<file path="config.mk">
export PLATFORM = sky130hd
export DESIGN_NAME = ptr_word_tx
export DESIGN_NICKNAME = d
export VERILOG_FILES = /design/src/rtl/ptr_word_pkg.sv /design/src/rtl/ptr_word_ack_sync.sv /design/src/rtl/ptr_word_seq.sv /design/src/rtl/ptr_word_mux.sv /design/src/rtl/ptr_word_tx.sv
export SDC_FILE = /design/constraint.sdc
export NUM_CORES = 1
export LEC_CHECK = 0
export ABC_AREA = 0
export BUFFER_PORTS_ARGS = -buffer_cell sky130_fd_sc_hd__buf_2
export CAP_MARGIN = 20
export CORE_UTILIZATION = 45
export CTS_CLUSTER_DIAMETER = 120
export DETAILED_ROUTE_END_ITERATION = 16
export PLACE_DENSITY = 0.72
export SLEW_MARGIN = 20
export SYNTH_ARGS = -nofsm -noshare
export SYNTH_HDL_FRONTEND = slang
export SYNTH_SLANG_ARGS = --single-unit
</file>
<file path="constraint.sdc">
create_clock -name clk -period 1.64 [get_ports clk]
set_input_delay 0.328 -clock clk [delete_from_list [all_inputs] [get_ports clk]]
set_output_delay 0.328 -clock clk [all_outputs]
set_load 0.1 [all_outputs]
</file>
<file path="src/rtl/ptr_word_pkg.sv">
package ptr_word_pkg;
  typedef enum logic [2:0] {
    ST_IDLE   = 3'd0,
    ST_SETUP  = 3'd1,
    ST_STROBE = 3'd2,
    ST_PULSE  = 3'd3,
    ST_WAIT   = 3'd4,
    ST_REARM  = 3'd5
  } tx_state_e;

  localparam int unsigned BUS_WRITE_CYC = 2;
endpackage

</file>
<file path="src/rtl/ptr_word_ack_sync.sv">
module ptr_word_ack_sync (
  input  logic clk,
  input  logic rst_n,
  input  logic ack_async,
  output logic ack_rise
);
  logic s1_q, s2_q, s3_q;

  always_ff @(posedge clk or negedge rst_n) begin
    if (!rst_n) begin
      s1_q <= 1'b0;
      s2_q <= 1'b0;
      s3_q <= 1'b0;
    end else begin
      s1_q <= ack_async;
      s2_q <= s1_q;
      s3_q <= s2_q;
    end
  end

  assign ack_rise = s2_q & ~s3_q;
endmodule

</file>
<file path="src/rtl/ptr_word_seq.sv">
module ptr_word_seq
  import ptr_word_pkg::*;
#(
  parameter int unsigned PULSE_CYC = 1,
  parameter int unsigned REACT_LAT = 6
) (
  input  logic clk,
  input  logic rst_n,
  input  logic req_valid,
  input  logic req_is_addr,
  input  logic early_req,
  input  logic ack_rise,
  output logic req_ready,
  output logic take,
  output logic is_addr,
  output logic second,
  output logic sel,
  output logic wr,
  output logic rd
);
  localparam bit EARLY_OK = (REACT_LAT >= BUS_WRITE_CYC);
  localparam int unsigned CW = (PULSE_CYC > 1) ? $clog2(PULSE_CYC) : 1;
  localparam logic [CW-1:0] CNT_LAST = CW'(PULSE_CYC - 1);

  tx_state_e state_q, state_d;
  logic addr_q, addr_d;
  logic early_q, early_d;
  logic second_q, second_d;
  logic pend_q, pend_d;
  logic [CW-1:0] cnt_q, cnt_d;

  always_comb begin
    state_d  = state_q;
    addr_d   = addr_q;
    early_d  = early_q;
    second_d = second_q;
    pend_d   = pend_q;
    cnt_d    = cnt_q;
    case (state_q)
      ST_IDLE: begin
        if (req_valid) begin
          state_d  = ST_SETUP;
          addr_d   = req_is_addr;
          early_d  = early_req & EARLY_OK;
          second_d = 1'b0;
          pend_d   = 1'b0;
        end
      end
      ST_SETUP: begin
        state_d = ST_STROBE;
        if (ack_rise) pend_d = 1'b1;
      end
      ST_STROBE: begin
        cnt_d = '0;
        if (addr_q || early_q) state_d = ST_WAIT;
        else                   state_d = ST_PULSE;
        if (ack_rise) pend_d = 1'b1;
      end
      ST_PULSE: begin
        if (cnt_q == CNT_LAST) state_d = ST_WAIT;
        else                   cnt_d   = cnt_q + 1'b1;
        if (ack_rise) pend_d = 1'b1;
      end
      ST_WAIT: begin
        if (ack_rise || pend_q) begin
          pend_d = 1'b0;
          if (addr_q && !second_q) begin
            state_d  = ST_REARM;
            second_d = 1'b1;
          end else begin
            state_d = ST_IDLE;
          end
        end
      end
      ST_REARM: begin
        state_d = ST_SETUP;
        if (ack_rise) pend_d = 1'b1;
      end
      default: state_d = ST_IDLE;
    endcase
  end

  always_ff @(posedge clk or negedge rst_n) begin
    if (!rst_n) begin
      state_q  <= ST_IDLE;
      addr_q   <= 1'b0;
      early_q  <= 1'b0;
      second_q <= 1'b0;
      pend_q   <= 1'b0;
      cnt_q    <= '0;
    end else begin
      state_q  <= state_d;
      addr_q   <= addr_d;
      early_q  <= early_d;
      second_q <= second_d;
      pend_q   <= pend_d;
      cnt_q    <= cnt_d;
    end
  end

  assign req_ready = (state_q == ST_IDLE);
  assign take      = req_ready & req_valid;
  assign is_addr   = addr_q;
  assign second    = second_q;
  assign sel       = (state_q == ST_SETUP) || (state_q == ST_STROBE);
  assign wr        = (state_q == ST_STROBE);
  assign rd        = (early_q && sel) || (state_q == ST_PULSE) ||
                     (addr_q && state_q == ST_WAIT);
endmodule

</file>
<file path="src/rtl/ptr_word_mux.sv">
module ptr_word_mux #(
  parameter int unsigned WORD_W = 16
) (
  input  logic                  clk,
  input  logic                  rst_n,
  input  logic                  load,
  input  logic [2*WORD_W-1:0]   payload,
  input  logic                  is_addr,
  input  logic                  second,
  output logic [WORD_W-1:0]     word
);
  logic [2*WORD_W-1:0] hold_q;

  always_ff @(posedge clk or negedge rst_n) begin
    if (!rst_n)    hold_q <= '0;
    else if (load) hold_q <= payload;
  end

  assign word = (is_addr && !second) ? hold_q[2*WORD_W-1:WORD_W]
                                     : hold_q[WORD_W-1:0];
endmodule

</file>
<file path="src/rtl/ptr_word_tx.sv">
module ptr_word_tx #(
  parameter int unsigned WORD_W    = 16,
  parameter int unsigned PULSE_CYC = 1,
  parameter int unsigned REACT_LAT = 6
) (
  input  logic                clk,
  input  logic                rst_n,
  input  logic                req_valid,
  input  logic                req_is_addr,
  input  logic [2*WORD_W-1:0] req_payload,
  input  logic                early_mode,
  output logic                req_ready,
  output logic [WORD_W-1:0]   bus_data,
  output logic                bus_sel,
  output logic                bus_wr,
  output logic                peer_rd,
  input  logic                peer_ack
);
  logic rst_m_q, rst_i_q;
  logic ack_rise, take, is_addr, second;

  // asynchronous assertion, synchronous release
  always_ff @(posedge clk or negedge rst_n) begin
    if (!rst_n) begin
      rst_m_q <= 1'b0;
      rst_i_q <= 1'b0;
    end else begin
      rst_m_q <= 1'b1;
      rst_i_q <= rst_m_q;
    end
  end

  ptr_word_ack_sync u_sync (
    .clk      (clk),
    .rst_n    (rst_i_q),
    .ack_async(peer_ack),
    .ack_rise (ack_rise)
  );

  ptr_word_seq #(.PULSE_CYC(PULSE_CYC), .REACT_LAT(REACT_LAT)) u_seq (
    .clk        (clk),
    .rst_n      (rst_i_q),
    .req_valid  (req_valid),
    .req_is_addr(req_is_addr),
    .early_req  (early_mode),
    .ack_rise   (ack_rise),
    .req_ready  (req_ready),
    .take       (take),
    .is_addr    (is_addr),
    .second     (second),
    .sel        (bus_sel),
    .wr         (bus_wr),
    .rd         (peer_rd)
  );

  ptr_word_mux #(.WORD_W(WORD_W)) u_mux (
    .clk    (clk),
    .rst_n  (rst_i_q),
    .load   (take),
    .payload(req_payload),
    .is_addr(is_addr),
    .second (second),
    .word   (bus_data)
  );
endmodule

</file>
Yosys cells after proc, flatten, opt, wreduce, memory -nomap -nowiden
Index checks and enable logic that the tools add are counted.
Storage, ports and cells
  input bits: 38
  logic and storage cells: 60
  register bits after elaboration: 45
  output and inout bits: 20
Cells by class
  add/sub/neg operators: 1
  reduce and logical (&&, ||, !) cells: 18
  bitwise logic cells: 3
  multiplexer cells: 16
  eq/ne operators: 10
Operator list (number)
  $pmux W3 S6: 1
  $mux W16: 1
  $mux W3: 5
  $reduce_and A4 Y1: 2
  $eq A3 B2 Y1 const B: 2
  $eq A3 B3 Y1 const B: 2
  $mux W1: 6
  $ne A2 B2 Y1 const B: 3
  $logic_or A1 B1 Y1: 5
  $ne A2 B1 Y1 const B: 2
  $pmux W1 S2: 2
  $reduce_bool A2 Y1: 2
  $reduce_or A4 Y1: 1
  $eq A3 B1 Y1 const B: 1
  $logic_and A1 B1 Y1: 3
  $logic_not A3 Y1: 1
  $pmux W1 S3: 1
  $reduce_and A3 Y1: 1
  $reduce_bool A3 Y1: 1
  $and A1 B1 Y1: 2
  $reduce_and A2 Y1: 1
  $add A1 B1 Y1 const B: 1
  $logic_not A1 Y1: 1
  $not A1 Y1: 1

Logic depth before layout (Yosys ltp)
  word-level depth: 5
  depth in mapped cells: 5
  mapped depth without buffers: 3

Cells and area by module
A second synthesis with hierarchy kept.
Unflattened totals
  cell total of the unflattened synthesis: 145
  area total of the unflattened synthesis: 2045.7 um2
By module, submodules not included
  ptr_word_mux: instances 1, seq. area each 800.8 um2, area each 1451.4 um2, cells each 87
  ptr_word_seq: instances 1, seq. area each 175.2 um2, area each 451.7 um2, cells each 51
  ptr_word_ack_sync: instances 1, seq. area each 75.1 um2, area each 88.8 um2, cells each 4
  ptr_word_tx: instances 1, seq. area each 50.0 um2, area each 53.8 um2, cells each 3

Worst setup path before layout
No wires, ideal clock.
  path type: flip-flop to output port
  start: reg u_seq.state_q[1]
  end: out peer_rd
  path slack: -1.651 ns
  path buffers: 1
  arrival: 2.963 ns
  data required time: 1.312 ns
  cell stages (with the launch flop): 5
  cells stage by stage: dfrtp_1 buf_1 o21a_1 a21oi_1 o21ai_0
On the way
  word-level cells in the longest chain between the ends: 5
  elaborated cells between the ends (all ways): 9
  classes of those cells: eq/ne (4); reduce/logical (5)
RTL lines
  from (decl): line ptr_word_seq.sv:25  | tx_state_e state_q, state_d;
  from (signal assigned): line ptr_word_seq.sv:92  | state_q <= state_d;
  $eq A3 B1 Y1 / $eq A3 B2 Y1 (equally long branches): line ptr_word_seq.sv:105  | assign sel = (state_q == ST_SETUP) || (state_q == ST_STROBE);
  $logic_or A1 B1 Y1: line ptr_word_seq.sv:105
  $logic_and A1 B1 Y1: line ptr_word_seq.sv:107  | assign rd = (early_q && sel) || (state_q == ST_PULSE) ||
  $logic_or A1 B1 Y1: line ptr_word_seq.sv:107
  $logic_or A1 B1 Y1 (*): line ptr_word_seq.sv:107
  to (decl): line ptr_word_tx.sv:16  | output logic peer_rd,
Mark *: on every way between the ends. The rest lies on a longest branch, timed or not.

Final worst setup path
  start: reg u_seq.second_q, in the netlist u_seq.second
  end: out bus_data[0]
On the way
  word-level cells in the longest chain between the ends: 3
RTL lines
  from (decl): line ptr_word_seq.sv:28  | logic second_q, second_d;
  from (signal assigned): line ptr_word_seq.sv:95  | second_q <= second_d;
  $logic_not A1 Y1: line ptr_word_mux.sv:19  | assign word = (is_addr && !second) ? hold_q[2*WORD_W-1:WORD_W]
  $logic_and A1 B1 Y1: line ptr_word_mux.sv:19
  $mux W16: line ptr_word_mux.sv:19
  to (decl): line ptr_word_tx.sv:13  | output logic [WORD_W-1:0] bus_data,
Every way passes these cells.

==> impl_metrics.tcl <==
set metrics [dict create \
    status "complete, but fails checks" \
    violations "design-rule violations, negative setup slack" \
    fp.dieW_um 70.47 \
    clock_latency_ps 300 \
    grt_max_degree 24 \
    hold_viol 0 \
    postSynth.asyncResetShare 1.000 \
    fin_skew_ps 5.274 \
    clockRootBuffer "clkbuf_8" \
    io_pins 58 \
    vias 1434 \
    synth.avg_cell_area_um2 15.07 \
    crit_path_frequent_cell "buf_12" \
    fillers 280 \
    cp.required_ps 1310 \
    ys_top_cells_by_area "dfrtp_1 (52%), mux2_4 (21%), mux2_1 (11%)" \
    max_freq_ghz 0.5439 \
    crit_buf_inv 2 \
    drv_cap 0 \
    hpwl_um 3439 \
    syn_area_mm2 0.002110 \
    synthToLayoutAreaGrowth_pct 54.80 \
    die_h_um 70.47 \
    synth_ff_type "dfrtp_1" \
    gp_congestion 0.7570 \
    cpPeakStageDelay_ps 390 \
    synth_warnings 0 \
    row_count 24 \
    fin_ws_ps -198.6 \
    synth_top_family_by_area "multiplexers" \
    synth_top_cell_area_share 0.5219 \
    antenna_cells 0 \
    yosys.area.top_type "dfrtp_1" \
    synth_xor_area_frac 0.004152 \
    start_util 0.4747 \
    cts_tree "built" \
    synth_edf_count 0 \
    cp.arrival_ps 1510 \
    synth_seq_cells 44 \
    layout_common_cells "mux2_4 (49), dfrtp_1 (40), buf_2 (37)" \
    period_share 1.121 \
    final_util 0.7348 \
    worstSetupPathType "flop to primary output" \
    critical-path-top-delay-family "flip-flops" \
    grt_pass1_vias 1634 \
    ys_types 33 \
    portBuffers 57 \
    fin_cells 274 \
    ys_seq_area_frac 0.5219 \
    die_area_mm2 0.004965 \
    cts-htree-levels 2 \
    synthAdderAreaFrac 0 \
    fin_setup_tns_ps -3254 \
    grtUsageTotal 0.2171 \
    end_kind "primary output" \
    clk_pin_slew_ps 90 \
    ant_nets 0 \
    synth_simple_gate_area_frac 0.06287 \
    cp_slowest_cell "dfrtp_1" \
    wirelength_um 5110 \
    grt.overflow.total 0 \
    critPathLaunchType "flop" \
    viasPerCell 5.234 \
    min_period_ps 1839 \
    drt_first_pass_iters 10 \
    synth.area.mux_share 0.3233 \
    grt_pass1_wl_um 8045 \
    synthCells 140 \
    dp.cells 255 \
    setup_viol 28 \
    cts.sinks 44 \
    drc 7 \
    syn_nets 178 \
    nets 259 \
    grt_antenna_before_repair 0 \
    clk_path_buf_depth 2 \
    drive_gt1_frac 0.6982 \
    final_common_cell "mux2_4" \
    synth_compound_area_frac 0.03737 \
    drt_iter0_drc 50 \
    path_max_fanout 8 \
    slew_violations 0 \
    rsz0062_at_grt "yes" \
    wl_per_cell_um 18.65 \
    cts_made_buffers 5 \
    crit_chain "nand2b_4 -> buf_12 -> mux2_4 -> buf_12" \
    core_mm2 0.004444 \
    min_path_type "input port to flop" \
]
[routing by layer]
| metal | routed length (um) | part of all wire | GRT usage |
|---|---|---|---|
| met5 | 0 | 0 | 0 |
| met4 | 80 | 0.016 | 0.08844 |
| met3 | 201 | 0.039 | 0.04906 |
| met2 | 2744 | 0.54 | 0.3894 |
| met1 | 2082 | 0.41 | 0.2481 |
[worst reg2reg max path, delay by kind of cell (launching register included)]
kind | cells | cell delay (ps)
multiplexers | 1 | 300
AND/OR/NAND/NOR | 2 | 470
flip-flops | 1 | 430
buffers and inverters | 2 | 330
[worst paths after layout]
check / from / endpoint / slack [ps] / cells after the start
hold reg to reg: rst_i_q / u_seq.pend_q / 220 / 0
max in group asynchronous: rst_i_q / u_mux.hold_q[7] / 940 / 1
setup reg to reg: u_seq.state_q[1] / u_mux.hold_q[22] / -20 / 5
setup / recovery: u_seq.second / bus_data[0] / -200 / 4
hold / removal: peer_ack / u_sync.s1_q / 140 / 1
min in group asynchronous: rst_i_q / u_seq.pend_q / 220 / 0
[cells by family after synthesis]
group	count (synthesis)
AND/OR/NAND/NOR	22
buffers and inverters	9
AO/OA/AOI/OAI	12
multiplexers	51
flip-flops	44
other	1
XOR/XNOR	1
[state kept, by name (all words and copies together), names as in the netlist]
signal / count
rst_i_q: 1
rst_m_q: 1
u_mux.hold_q: 32
u_seq.early_q: 1
u_seq.is_addr: 1
u_seq.pend_q: 1
u_seq.second: 1
u_seq.state_q: 3
u_sync.s1_q: 1
u_sync.s2_q: 1
u_sync.s3_q: 1
[synth_stat cells (all sizes together), types with 2 or more instances]
| cell | n |
|---|---|
| a21oi | 2 |
| buf | 8 |
| dfrtp | 44 |
| mux2 | 50 |
| nor2 | 4 |
| nor2b | 5 |
| nor3 | 4 |
| o21ai | 3 |
[through the flow]
stage | hold WS [ps] | cell area [um^2] | setup slack [ps]
finish | 136.9 | 3266 | -198.6
global route | 114.9 | 3266 | -244.3
CTS | 126.2 | 3169 | -191.9
detailed placement | 118.6 | 2893 | 77.48
global placement | 115.4 | 2893 | 104.5
floorplan | 32.41 | 2198 | -549.5
[what timing repair did]
action,in CTS,in global routing
cloned,0,2
setup buffers,7,1
resized for setup,23,10
endpoints found under the setup margin,20,40
pin swaps,7,2
endpoints found under the hold margin,2,0
hold buffers,1,0
[cell type report]
cell class	instances	area (um^2)	share of cell area
sequential	44	1106	0.3387
tap	52	65.06	0.01992
clock inverter	3	46.29	0.01418
clock buffer	5	68.82	0.02107
multi-input combinational	87	1065	0.3261
timing repair buffer	83	914.6	0.2801
Power is left out: the tool's default activity adds up to more than one toggle a clock period on the data nets, which glitch-free logic cannot reach.
